<file path="src/rtl/dma4_pkg.sv">
package dma4_pkg;

    localparam int unsigned ADDR_W = 32;

    typedef enum logic [1:0] {
        REG_SRC = 2'd0,
        REG_DST = 2'd1,
        REG_CNT = 2'd2,
        REG_CTL = 2'd3
    } dma_reg_e;

    typedef enum logic [1:0] {
        TRG_NOW    = 2'd0,
        TRG_VBLANK = 2'd1,
        TRG_HBLANK = 2'd2,
        TRG_NONE   = 2'd3
    } dma_trig_e;

    typedef enum logic [1:0] {
        ENG_IDLE,
        ENG_READ,
        ENG_WRITE,
        ENG_RETIRE
    } eng_state_e;

    // control word, msb first
    typedef struct packed {
        logic       en;
        logic       irq_en;
        logic [1:0] trig;
        logic       spare;
        logic       wide;
        logic       rpt;
        logic [1:0] src_mode;
        logic [1:0] dst_mode;
        logic [4:0] low;
    } dma_ctl_t;

    localparam logic [15:0] CTL_DONE_KEEP = 16'h7FE0;
    localparam logic [1:0]  MODE_RELOAD   = 2'd3;

    function automatic logic [ADDR_W-1:0] step_of(logic [1:0] mode, logic wide);
        logic [ADDR_W-1:0] bytes;
        bytes = wide ? ADDR_W'(4) : ADDR_W'(2);
        case (mode)
            2'd1:    step_of = ADDR_W'(0) - bytes;
            2'd2:    step_of = ADDR_W'(0);
            default: step_of = bytes;
        endcase
    endfunction

    function automatic logic [ADDR_W-1:0] align_of(logic [ADDR_W-1:0] a, logic wide);
        align_of = wide ? {a[ADDR_W-1:2], 2'b00} : a;
    endfunction

endpackage

</file>
<file path="src/rtl/dma4_channel.sv">
module dma4_channel
    import dma4_pkg::*;
#(
    parameter int unsigned CNT_W   = 17,
    parameter logic [CNT_W-1:0] CNT_MAX = CNT_W'(16384),
    parameter logic [CNT_W-1:0] CNT_RST = CNT_W'(65536)
) (
    input  logic              clk,
    input  logic              rst_n,
    input  logic              wr_en,
    input  dma_reg_e          wr_sel,
    input  logic [ADDR_W-1:0] wr_data,
    input  logic              hblank,
    input  logic              vblank,
    input  logic              unit_done,
    output logic              pending,
    output logic              first_unit,
    output logic [ADDR_W-1:0] work_src,
    output logic [ADDR_W-1:0] work_dst,
    output logic              wide,
    output logic [15:0]       ctl_q,
    output logic [CNT_W-1:0]  cnt_q,
    output logic [ADDR_W-1:0] src_q,
    output logic [ADDR_W-1:0] dst_q,
    output logic              irq
);

    dma_ctl_t          ctl_r;
    logic [ADDR_W-1:0] src_r, dst_r, wsrc, wdst;
    logic [CNT_W-1:0]  cnt_r, wcnt, cnt_wr_val;
    logic              pend, first_r;
    logic              trig_hit;
    logic              last_unit;

    assign cnt_wr_val = (wr_data[15:0] == 16'd0) ? CNT_MAX : CNT_W'(wr_data[15:0]);
    assign trig_hit   = ctl_r.en &&
                        ((vblank && ctl_r.trig == TRG_VBLANK) ||
                         (hblank && ctl_r.trig == TRG_HBLANK));
    assign last_unit  = (wcnt == CNT_W'(1));

    always_ff @(posedge clk) begin
        if (!rst_n) begin
            ctl_r   <= '0;
            src_r   <= '0;
            dst_r   <= '0;
            cnt_r   <= CNT_RST;
            wsrc    <= '0;
            wdst    <= '0;
            wcnt    <= '0;
            pend    <= 1'b0;
            first_r <= 1'b0;
            irq     <= 1'b0;
        end else begin
            irq <= 1'b0;
            if (unit_done && ctl_r.en) begin
                wsrc    <= wsrc + step_of(ctl_r.src_mode, ctl_r.wide);
                wdst    <= wdst + step_of(ctl_r.dst_mode, ctl_r.wide);
                wcnt    <= wcnt - CNT_W'(1);
                first_r <= 1'b0;
                if (last_unit) begin
                    irq  <= ctl_r.irq_en;
                    pend <= 1'b0;
                    if (ctl_r.rpt) begin
                        wcnt    <= cnt_r;
                        first_r <= 1'b1;
                        if (ctl_r.dst_mode == MODE_RELOAD) begin
                            wdst <= align_of(dst_r, ctl_r.wide);
                        end
                    end else begin
                        ctl_r <= dma_ctl_t'(16'(ctl_r) & CTL_DONE_KEEP);
                    end
                end
            end
            if (trig_hit) begin
                pend <= 1'b1;
            end
            if (wr_en) begin
                unique case (wr_sel)
                    REG_SRC: src_r <= {wr_data[ADDR_W-1:1], 1'b0};
                    REG_DST: dst_r <= {wr_data[ADDR_W-1:1], 1'b0};
                    REG_CNT: cnt_r <= cnt_wr_val;
                    REG_CTL: begin
                        ctl_r <= dma_ctl_t'(wr_data[15:0]);
                        if (!ctl_r.en && wr_data[15]) begin
                            wsrc    <= align_of(src_r, wr_data[10]);
                            wdst    <= align_of(dst_r, wr_data[10]);
                            wcnt    <= cnt_r;
                            first_r <= 1'b1;
                            pend    <= (wr_data[13:12] == TRG_NOW);
                        end
                        if (!wr_data[15]) begin
                            pend <= 1'b0;
                        end
                    end
                endcase
            end
        end
    end

    assign pending    = pend && ctl_r.en;
    assign first_unit = first_r;
    assign work_src   = wsrc;
    assign work_dst   = wdst;
    assign wide       = ctl_r.wide;
    assign ctl_q      = 16'(ctl_r);
    assign cnt_q      = cnt_r;
    assign src_q      = src_r;
    assign dst_q      = dst_r;

endmodule

</file>
<file path="src/rtl/dma4_arbiter.sv">
module dma4_arbiter #(
    parameter int unsigned NCH   = 4,
    localparam int unsigned IDX_W = (NCH > 1) ? $clog2(NCH) : 1
) (
    input  logic [NCH-1:0]   req,
    output logic [IDX_W-1:0] grant_idx,
    output logic             grant_any
);

    always_comb begin
        grant_idx = '0;
        for (int i = NCH - 1; i >= 0; i--) begin
            if (req[i]) begin
                grant_idx = IDX_W'(i);
            end
        end
    end

    assign grant_any = |req;

endmodule

</file>
<file path="src/rtl/dma4_engine.sv">
module dma4_engine
    import dma4_pkg::*;
#(
    parameter int unsigned NCH   = 4,
    localparam int unsigned IDX_W = (NCH > 1) ? $clog2(NCH) : 1
) (
    input  logic              clk,
    input  logic              rst_n,
    input  logic              grant_any,
    input  logic [IDX_W-1:0]  grant_idx,
    input  logic              bus_ready,
    input  logic [ADDR_W-1:0] bus_rdata,
    output logic              bus_req,
    output logic              bus_we,
    output logic [ADDR_W-1:0] data_q,
    output logic [IDX_W-1:0]  sel_idx,
    output logic [NCH-1:0]    done_vec
);

    eng_state_e state, nxt;

    always_comb begin
        nxt = state;
        unique case (state)
            ENG_IDLE:   if (grant_any) nxt = ENG_READ;
            ENG_READ:   if (bus_ready) nxt = ENG_WRITE;
            ENG_WRITE:  if (bus_ready) nxt = ENG_RETIRE;
            ENG_RETIRE: nxt = ENG_IDLE;
        endcase
    end

    always_ff @(posedge clk) begin
        if (!rst_n) begin
            state   <= ENG_IDLE;
            sel_idx <= '0;
            data_q  <= '0;
        end else begin
            state <= nxt;
            if (state == ENG_IDLE && grant_any) begin
                sel_idx <= grant_idx;
            end
            if (state == ENG_READ && bus_ready) begin
                data_q <= bus_rdata;
            end
        end
    end

    always_comb begin
        bus_req  = 1'b0;
        bus_we   = 1'b0;
        done_vec = '0;
        unique case (state)
            ENG_IDLE:   ;
            ENG_READ:   bus_req = 1'b1;
            ENG_WRITE: begin
                bus_req = 1'b1;
                bus_we  = 1'b1;
            end
            ENG_RETIRE: done_vec = NCH'(1) << sel_idx;
        endcase
    end

endmodule

</file>
<file path="src/rtl/dma4_ctrl.sv">
module dma4_ctrl
    import dma4_pkg::*;
#(
    parameter int unsigned NCH       = 4,
    parameter int unsigned CNT_W     = 17,
    parameter int unsigned SMALL_MAX = 16384,
    parameter int unsigned BIG_MAX   = 65536,
    localparam int unsigned IDX_W    = (NCH > 1) ? $clog2(NCH) : 1
) (
    input  logic              clk,
    input  logic              rst_n,
    input  logic              reg_wr,
    input  logic [IDX_W-1:0]  reg_ch,
    input  logic [1:0]        reg_sel,
    input  logic [ADDR_W-1:0] reg_wdata,
    input  logic [IDX_W-1:0]  rd_ch,
    input  logic [1:0]        rd_sel,
    output logic [ADDR_W-1:0] rd_data,
    input  logic              hblank,
    input  logic              vblank,
    output logic              bus_req,
    output logic              bus_we,
    output logic              bus_wide,
    output logic              bus_seq,
    output logic [ADDR_W-1:0] bus_addr,
    output logic [ADDR_W-1:0] bus_wdata,
    input  logic [ADDR_W-1:0] bus_rdata,
    input  logic              bus_ready,
    output logic [NCH-1:0]    irq_pulse
);

    logic [NCH-1:0]    pend_v, first_v, wide_v, done_v;
    logic [ADDR_W-1:0] wsrc_a [NCH];
    logic [ADDR_W-1:0] wdst_a [NCH];
    logic [ADDR_W-1:0] src_a  [NCH];
    logic [ADDR_W-1:0] dst_a  [NCH];
    logic [CNT_W-1:0]  cnt_a  [NCH];
    logic [15:0]       ctl_a  [NCH];
    logic [IDX_W-1:0]  grant_idx, sel_idx;
    logic              grant_any;

    for (genvar i = 0; i < NCH; i++) begin : g_ch
        dma4_channel #(
            .CNT_W   (CNT_W),
            .CNT_MAX ((i == NCH - 1) ? CNT_W'(BIG_MAX) : CNT_W'(SMALL_MAX)),
            .CNT_RST (CNT_W'(BIG_MAX))
        ) u_ch (
            .clk        (clk),
            .rst_n      (rst_n),
            .wr_en      (reg_wr && reg_ch == IDX_W'(i)),
            .wr_sel     (dma_reg_e'(reg_sel)),
            .wr_data    (reg_wdata),
            .hblank     (hblank),
            .vblank     (vblank),
            .unit_done  (done_v[i]),
            .pending    (pend_v[i]),
            .first_unit (first_v[i]),
            .work_src   (wsrc_a[i]),
            .work_dst   (wdst_a[i]),
            .wide       (wide_v[i]),
            .ctl_q      (ctl_a[i]),
            .cnt_q      (cnt_a[i]),
            .src_q      (src_a[i]),
            .dst_q      (dst_a[i]),
            .irq        (irq_pulse[i])
        );
    end

    dma4_arbiter #(.NCH(NCH)) u_arb (
        .req       (pend_v),
        .grant_idx (grant_idx),
        .grant_any (grant_any)
    );

    dma4_engine #(.NCH(NCH)) u_eng (
        .clk       (clk),
        .rst_n     (rst_n),
        .grant_any (grant_any),
        .grant_idx (grant_idx),
        .bus_ready (bus_ready),
        .bus_rdata (bus_rdata),
        .bus_req   (bus_req),
        .bus_we    (bus_we),
        .data_q    (bus_wdata),
        .sel_idx   (sel_idx),
        .done_vec  (done_v)
    );

    assign bus_addr = bus_we ? wdst_a[sel_idx] : wsrc_a[sel_idx];
    assign bus_wide = wide_v[sel_idx];
    assign bus_seq  = !first_v[sel_idx];

    always_comb begin
        unique case (dma_reg_e'(rd_sel))
            REG_SRC: rd_data = src_a[rd_ch];
            REG_DST: rd_data = dst_a[rd_ch];
            REG_CNT: rd_data = ADDR_W'(cnt_a[rd_ch]);
            REG_CTL: rd_data = ADDR_W'(ctl_a[rd_ch]);
        endcase
    end

endmodule

</file>
<file path="config.mk">
export PLATFORM = sky130hd
export DESIGN_NAME = dma4_ctrl
export DESIGN_NICKNAME = d
export VERILOG_FILES = /design/src/rtl/dma4_pkg.sv /design/src/rtl/dma4_channel.sv /design/src/rtl/dma4_arbiter.sv /design/src/rtl/dma4_engine.sv /design/src/rtl/dma4_ctrl.sv
export SDC_FILE = /design/constraint.sdc
export NUM_CORES = 2
export LEC_CHECK = 0
export BUFFER_PORTS_ARGS = -buffer_cell sky130_fd_sc_hd__buf_4
export CORE_MARGIN = 5
export CORE_UTILIZATION = 50
export CTS_CLUSTER_SIZE = 12
export DETAILED_ROUTE_END_ITERATION = 12
export GPL_TIMING_DRIVEN = 0
export HOLD_SLACK_MARGIN = 0.12
export PLACE_DENSITY = 0.67
export SYNTH_ARGS = -nofsm -noshare
export SYNTH_HDL_FRONTEND = slang
export SYNTH_SLANG_ARGS = --single-unit
export TNS_END_PERCENT = 100
</file>
<file path="constraint.sdc">
create_clock -name clk -period 6.33 [get_ports clk]
set_clock_uncertainty 0.2 [all_clocks]
set_input_delay 0.633 -clock clk [delete_from_list [all_inputs] [get_ports clk]]
set_output_delay 0.633 -clock clk [all_outputs]
set_load 0.03 [all_outputs]
</file>
# Word level (Yosys, flattened, before mapping)
# Cells that the tools add are included.
[word_totals]
ff_bits = 752
latch_bits = 0
ramBits = 0
mem_bits_ro = 0
out_inout_bits = 104
elab_cells = 425
n_memories = 0
[op_classes]
n_addsub = 16
mul = 0
div = 0
order_cmp = 3
eq_ne = 47
shift = 1
n_mux = 217
bitwise = 2
reduce_logical = 64
[op_table]
columns = ["cell", "n"]
rows = [
  ["$mux 32", 69],
  ["$pmux 32 s2", 8],
  ["$mux 17", 27],
  ["$mux 16", 23],
  ["$add 32x32->32", 8],
  ["$bmux 32 s2", 4],
  ["$pmux 32 s4", 1],
  ["$sub 1x32->32 const A", 4],
  ["$eq 17x1->1 const B", 4],
  ["$sub 17x1->17 const B", 4],
  ["$mux 1", 56],
  ["$eq 2x2->1 const B", 24],
  ["$mux 2", 19],
  ["$bmux 17 s2", 1],
  ["$bmux 16 s2", 1],
  ["$eq 2x1->1 const B", 16],
  ["$logic_and 1x1->1", 30],
  ["$reduce_and 2->1", 12],
  ["$logic_not 16->1", 1],
  ["$reduce_and 3->1", 5],
  ["$mux 3", 4],
  ["$logic_not 2->1", 5],
  ["$pmux 2 s4", 1],
  ["$ge 3x3->1 const B", 2],
  ["11 further kinds", 21],
]

# Depth between registers and ports, before layout
[logic_depth]
depth_word = 13
depth_mapped = 20

# Modules after synthesis
# From an unflattened synthesis, not the netlist that was laid out.
[unflattened]
hier_cells = 6245
hier_area_um2 = 49449.9
[by_module_without_submodules]
columns = ["mod", "n_inst", "cells_per_inst", "area_each_um2", "seq_area_each_um2"]
rows = [
  ["dma4_channel (g_ch[2].u_ch)", 1, 1443, 11061.9, 3563.4],
  ["dma4_channel (g_ch[1].u_ch)", 1, 1410, 10626.4, 3563.4],
  ["dma4_channel (g_ch[0].u_ch)", 1, 1429, 10620.2, 3563.4],
  ["dma4_channel (g_ch[3].u_ch)", 1, 1430, 10575.1, 3563.4],
  ["dma4_ctrl", 1, 353, 4942.2, 0.0],
  ["dma4_engine", 1, 173, 1589.0, 720.7],
  ["dma4_arbiter", 1, 7, 35.0, 0.0],
]

# Worst setup path after synthesis
# No wires, ideal clock.
[synth_path]
path_kind = "reg-to-reg"
from = "reg g_ch[0].u_ch.ctl_r, in the netlist g_ch[0].u_ch.ctl_q[5]"
to = "reg g_ch[0].u_ch.wdst[27]"
setup_ns = 0.128
t_arrival_ns = 4.174
t_required_ns = 6.002
setup_slack_ns = 1.828
path_stages_with_launch = 18
period_less_slack_ns = 4.502
cell_sequence = "dfxtp_1 > ha_1 > clkbuf_1 > inv_1 > buf_4 > clkbuf_1 > o21ai_0 > fa_1 > or3b_4 > a2111oi_4 > a311oi_2 > o311a_1 > o22a_2 > o22ai_2 > xnor2_1 > mux2_4 > a222oi_1 > nor2_1"
[synth_via]
elab_chain_cells = 12
[synth_rtl]
columns = ["item", "line", "rtl"]
rows = [
  ["from (decl)", "dma4_channel.sv:28", "dma_ctl_t ctl_r;"],
  ["from (signal assigned)", "dma4_channel.sv:70", "ctl_r <= dma_ctl_t'(16'(ctl_r) & CTL_DONE_KEEP);"],
  ["from (signal assigned)", "dma4_channel.sv:83", "ctl_r <= dma_ctl_t'(wr_data[15:0]);"],
  ["$eq 2x2->1 / $eq 2x1->1 (equally long branches)", "dma4_pkg.sv:45", "case (mode)"],
  ["$pmux 32 s2", "dma4_pkg.sv:45", ""],
  ["$mux 32", "dma4_channel.sv:55", "if (unit_done && ctl_r.en) begin"],
  ["$mux 32", "dma4_channel.sv:42", "if (!rst_n) begin"],
  ["$add 32x32->32", "dma4_channel.sv:57", "wdst <= wdst + step_of(ctl_r.dst_mode, ctl_r.wide);"],
  ["$mux 32", "dma4_channel.sv:66", "if (ctl_r.dst_mode == MODE_RELOAD) begin"],
  ["$mux 32", "dma4_channel.sv:63", "if (ctl_r.rpt) begin"],
  ["$mux 32 (*)", "dma4_channel.sv:60", "if (last_unit) begin"],
  ["$mux 32 (*)", "dma4_channel.sv:55", ""],
  ["$mux 32", "dma4_channel.sv:84", "if (!ctl_r.en && wr_data[15]) begin"],
  ["$mux 32", "dma4_channel.sv:78", "unique case (wr_sel)"],
  ["$mux 32 (*)", "dma4_channel.sv:77", "if (wr_en) begin"],
  ["to (signal assigned)", "dma4_channel.sv:57", ""],
  ["to (signal assigned)", "dma4_channel.sv:67", "wdst <= align_of(dst_r, ctl_r.wide);"],
  ["to (signal assigned)", "dma4_channel.sv:86", "wdst <= align_of(dst_r, wr_data[10]);"],
  ["to (decl)", "dma4_channel.sv:29", "logic [ADDR_W-1:0] src_r, dst_r, wsrc, wdst;"],
]
# Every way passes the cells marked *; elsewhere a longest branch is shown, timed or not. The select of a mux whose other input is x is not followed.
# A chain may end at the register's enable or synchronous reset.

# Worst setup path in the final report
[layout_path]
from = "reg g_ch[1].u_ch.ctl_r, in the netlist g_ch[1].u_ch.ctl_q[5]"
to = "reg g_ch[1].u_ch.wdst[27]"
[layout_via]
elab_chain_cells = 12
[layout_rtl]
columns = ["item", "line"]
rows = [
  ["from (decl)", "dma4_channel.sv:28"],
  ["from (signal assigned)", "dma4_channel.sv:70"],
  ["from (signal assigned)", "dma4_channel.sv:83"],
  ["$eq 2x2->1 / $eq 2x1->1 (equally long branches)", "dma4_pkg.sv:45"],
  ["$pmux 32 s2", "dma4_pkg.sv:45"],
  ["$mux 32", "dma4_channel.sv:55"],
  ["$mux 32", "dma4_channel.sv:42"],
  ["$add 32x32->32", "dma4_channel.sv:57"],
  ["$mux 32", "dma4_channel.sv:66"],
  ["$mux 32", "dma4_channel.sv:63"],
  ["$mux 32 (*)", "dma4_channel.sv:60"],
  ["$mux 32 (*)", "dma4_channel.sv:55"],
  ["$mux 32", "dma4_channel.sv:84"],
  ["$mux 32", "dma4_channel.sv:78"],
  ["$mux 32 (*)", "dma4_channel.sv:77"],
  ["to (signal assigned)", "dma4_channel.sv:57"],
  ["to (signal assigned)", "dma4_channel.sv:67"],
  ["to (signal assigned)", "dma4_channel.sv:86"],
  ["to (decl)", "dma4_channel.sv:29"],
]
# Marked as above.

==> impl_summary.log <==
INFO  metric timing_worst_setup_path_type = register to register
INFO  metric grt_pass1_vias = 49580
INFO  metric cell_internal_pwr = 8.312 mW
INFO  metric share_of_synthesized_flip_flops_with_an_asynchronous_set_or_reset = 0%
INFO  metric antenna_found_initial = 28
INFO  metric synth_cell_type_count = 90
INFO  metric floorplan.die.height = 319.5 um
INFO  metric clock_insertion_delay_worst_skew = 0.73 ns
INFO  metric netlist.area_leader.share = 31.26%
INFO  metric area_growth = 13.45%
INFO  metric post_drt_via_cell_ratio = 7.089
INFO  metric final_setup_violations = 0
INFO  metric critical_path.most_common_cell = sky130_fd_sc_hd__nor2_1
INFO  metric cts_post_setup_buffers_inserted = 0
INFO  metric post-route-min-period = 6.286 ns
INFO  metric max_slew_margin = -16.33%
INFO  metric grtUsageTotal = 49.56%
INFO  metric worst-endpoint-required = 6.68 ns
INFO  metric critical_path_arrival = 6.64 ns
INFO  metric die_area = 102100 um^2
INFO  metric cts_htree_levels = 3
INFO  metric rsz_0062_raised_after_global_routing = no
INFO  metric netSwitchingPower = 3.301 mW
INFO  metric totalPowerFinal = 11.61 mW
INFO  metric detailroute.via_count = 55220
INFO  metric postLayoutCoreUtil = 57.20%
INFO  metric postSynthAreaPerCell = 7.804 um^2
INFO  metric hpwlAfterDp = 205300 um
INFO  metric final_antenna_net_count = 0
INFO  metric postSynth.topFlopCell = sky130_fd_sc_hd__dfxtp_1
INFO  metric timing.final.crit_share = 99.31%
INFO  metric maxSlewViolCount = 187
INFO  metric wirelength_per_cell = 34.38 um
INFO  metric fraction_of_layout_cells_with_a_size_suffix_above_1 = 9.797%
INFO  metric place.gp.congestion = 1.099
INFO  metric min_path_type = input pin to register
INFO  metric synth_cells = 6138
INFO  metric power.share.switching = 28.43%
INFO  metric number_of_iterations_in_the_first_detailed_routing_pass = 8
INFO  metric cts_tree = built
INFO  metric cap_viol_max_count = 19
INFO  metric run_status = finished, violations left
INFO  metric rows = 113
INFO  metric cellPowerDensity = 213.7 nW/um^2
INFO  metric totalWireLength = 267800 um
INFO  metric synth_sequential_area_ratio = 31.26%
INFO  metric power_leakage = 19.27 nW
INFO  metric final_nets = 6672
INFO  metric clock_tree_buffer_depth = 3
INFO  metric tns = 0 ns
INFO  metric crit_chain = ha_1, clkbuf_1, clkbuf_2, clkbuf_2, nor2_1, nor2_1, ha_1, fa_1, nor3b_1, o21ai_0, a22oi_1, nor2_1, o31ai_2, a31oi_1, xnor2_1, mux2_2, a222oi_1, nor2_1
INFO  metric clkTransAtPathRegs = 0.06 ns
INFO  metric synth_top_cells_by_area = sky130_fd_sc_hd__dfxtp_1, sky130_fd_sc_hd__nand2_1, sky130_fd_sc_hd__a21oi_1
INFO  metric cts_num_sinks = 748
INFO  metric global_route_wire_length_before_repair = 367500 um
INFO  metric post_synth_instance_area = 47900 um^2
INFO  metric critPathCaptureType = register
INFO  metric timing.final.hold_violations = 0
INFO  metric cp_slowest_stage_delay = 0.70 ns
INFO  metric start_kind = register
INFO  metric global_route.overflow_total = 0
INFO  metric crit_fanout = 10
INFO  metric largest_net_degree_at_the_start_of_global_routing = 34
INFO  metric floorplan.initialDensity = 50.42%
INFO  metric synth_top_area_cell = sky130_fd_sc_hd__dfxtp_1
INFO  metric ys.warnings.count = 0
INFO  metric synthesis.nets = 6385
INFO  metric max-vdd-ir-drop = 0.2609 mV
INFO  metric drcViolationCount = 0
INFO  metric worst_hold_slack = 0.1448 ns
INFO  metric synth-edff-count = 0
INFO  metric die-width = 319.5 um
INFO  metric numPortBuffers = 148
INFO  metric failing_checks = max-capacitance violations, max-slew violations
INFO  metric boundaryPins = 182
INFO  metric core_area = 95010 um^2
INFO  metric drt-initial-drc-count = 9885
INFO  metric clock.fmax = 0.1591 GHz
INFO  metric fillers = 8984
INFO  metric share_clk_of_total_power = 47.5%
INFO  metric ys_ff_latch = 748
INFO  metric power_frac_seq = 42.1%
INFO  metric cts_buffers = 88
INFO  metric share_of_total_power_in_combinational_logic = 10.5%
INFO  metric cts_root_buf = sky130_fd_sc_hd__clkbuf_16
INFO  metric worst_path_max_delay_cell = sky130_fd_sc_hd__o31ai_2
INFO  metric tightestPinTransition = 1.745 ns
[critical path: cells and delay by family (launching register included)]
kind / cells / cell delay (ns)
compound gates: 5 / 1.86
simple gates: 5 / 0.72
flops: 1 / 0.51
mux: 1 / 0.35
xor+xnor: 1 / 0.21
buf+inv: 3 / 1.37
fa+ha+maj: 3 / 0.89
[logic make-up after synthesis]
group	share of synthesized area, %
AO/OA/AOI/OAI	24.56
AND/OR/NAND/NOR	20.06
adder cells (fa/ha/maj)	4.540
XOR/XNOR	4.242
flip-flops	31.26
multiplexers	10.23
buffers and inverters	5.101
[area by class of cell]
type / instances / area [um^2] / area share [%]
multi-input cells: 4761 / 30510 / 56.14
diodes: 32 / 80.08 / 0.1473
repair buffers: 197 / 1678 / 3.087
clock buffers: 128 / 2584 / 4.754
inverters: 79 / 296.5 / 0.5456
well taps: 1265 / 1583 / 2.912
flip-flops and latches: 748 / 14970 / 27.55
plain buffers: 550 / 2178 / 4.008
clock inverters: 29 / 460.4 / 0.8472
[synthesized netlist by cell type (41+ instances only)]
cell	instances
sky130_fd_sc_hd__nand2_1	1130
sky130_fd_sc_hd__a22oi_1	54
sky130_fd_sc_hd__dfxtp_1	748
sky130_fd_sc_hd__a21oi_1	827
sky130_fd_sc_hd__nor2b_1	46
sky130_fd_sc_hd__or3_1	41
sky130_fd_sc_hd__mux4_2	175
sky130_fd_sc_hd__o21ai_0	344
sky130_fd_sc_hd__inv_1	78
sky130_fd_sc_hd__nor4_1	42
sky130_fd_sc_hd__nand3_1	107
sky130_fd_sc_hd__xor2_1	78
sky130_fd_sc_hd__o221ai_1	97
sky130_fd_sc_hd__nor3_1	132
sky130_fd_sc_hd__mux2_2	44
sky130_fd_sc_hd__xnor2_1	154
sky130_fd_sc_hd__buf_1	55
sky130_fd_sc_hd__ha_1	161
sky130_fd_sc_hd__a211oi_1	88
sky130_fd_sc_hd__nor2_1	452
sky130_fd_sc_hd__a31oi_1	53
sky130_fd_sc_hd__a21o_1	73
sky130_fd_sc_hd__clkbuf_1	450
sky130_fd_sc_hd__mux2i_1	45
sky130_fd_sc_hd__o22ai_1	52
[per-layer routing]
metal	track usage, %	share of wire [%]	vias up
met3	19.11	16	1114
met4	38.80	9.8	19
met5	1.574	0.090	-
li1	-	-	22900
met1	63.25	36	26250
met2	66.41	38	4928
[placed cells by master, fill, tap and decap left out, types with 107 or more instances in the layout]
cell type and n:
sky130_fd_sc_hd__a21oi_1 826, sky130_fd_sc_hd__buf_4 156, sky130_fd_sc_hd__clkbuf_1 447, sky130_fd_sc_hd__dfxtp_1 748, sky130_fd_sc_hd__ha_1 157, sky130_fd_sc_hd__mux4_2 175, sky130_fd_sc_hd__nand2_1 1130, sky130_fd_sc_hd__nand3_1 107
sky130_fd_sc_hd__nor2_1 451, sky130_fd_sc_hd__nor3_1 132, sky130_fd_sc_hd__o21ai_0 343, sky130_fd_sc_hd__xnor2_1 154
[repair_timing]
action	CTS	global route
endpoints found under the setup margin	7	8
endpoints found under the hold margin	54	0
hold buffers	40	0
resized for setup	4	11
[flip-flops by register name, indices dropped and copies added (netlist names)]
name	count
g_ch.u_ch.dst_q	124
g_ch.u_ch.first_unit	4
g_ch.u_ch.pend	4
g_ch.u_ch.irq	4
u_eng.data_q	32
g_ch.u_ch.wide	4
g_ch.u_ch.work_dst	128
g_ch.u_ch.cnt_q	68
g_ch.u_ch.src_q	124
g_ch.u_ch.wcnt	68
g_ch.u_ch.work_src	124
g_ch.u_ch.ctl_q	60
u_eng.state	2
u_eng.sel_idx	2
[through the flow]
step	worst slack [ns]	cells	cell area, um^2
finish	0.04352	7789	54350
global route	0.02362	7758	54270
CTS	0.1365	7755	54220
detailed placement	-0.3787	7558	50760
global placement	-0.4499	7551	50600
floorplan	1.828	6138	47900
[power by group through the flow]
stage | Combinational (mW) | Clock, mW | Sequential, mW
5_1_grt | 1.24 | 5.64 | 4.89
2_1_floorplan | 0.590 | 0 | 5.00
6_report | 1.22 | 5.51 | 4.88
4_1_cts | 1.15 | 5.46 | 4.88
3_5_place_dp | 1.12 | 0 | 4.98
3_3_place_gp | 1.11 | 0 | 4.98
[path summary, 6_finish.rpt]
kind                            slack, ns                         to  cells after the start                   from
worst max register to register       0.04  g_ch[1].u_ch.work_dst[27]                     18  g_ch[1].u_ch.ctl_q[5]
worst min register to register       0.25           u_eng.data_q[26]                      2       u_eng.data_q[26]
worst min-delay path                 0.14     g_ch[1].u_ch.dst_q[25]                      3          reg_wdata[25]
worst max-delay path                 0.04  g_ch[1].u_ch.work_dst[27]                     18  g_ch[1].u_ch.ctl_q[5]
(Power assumes the default switching activity.)
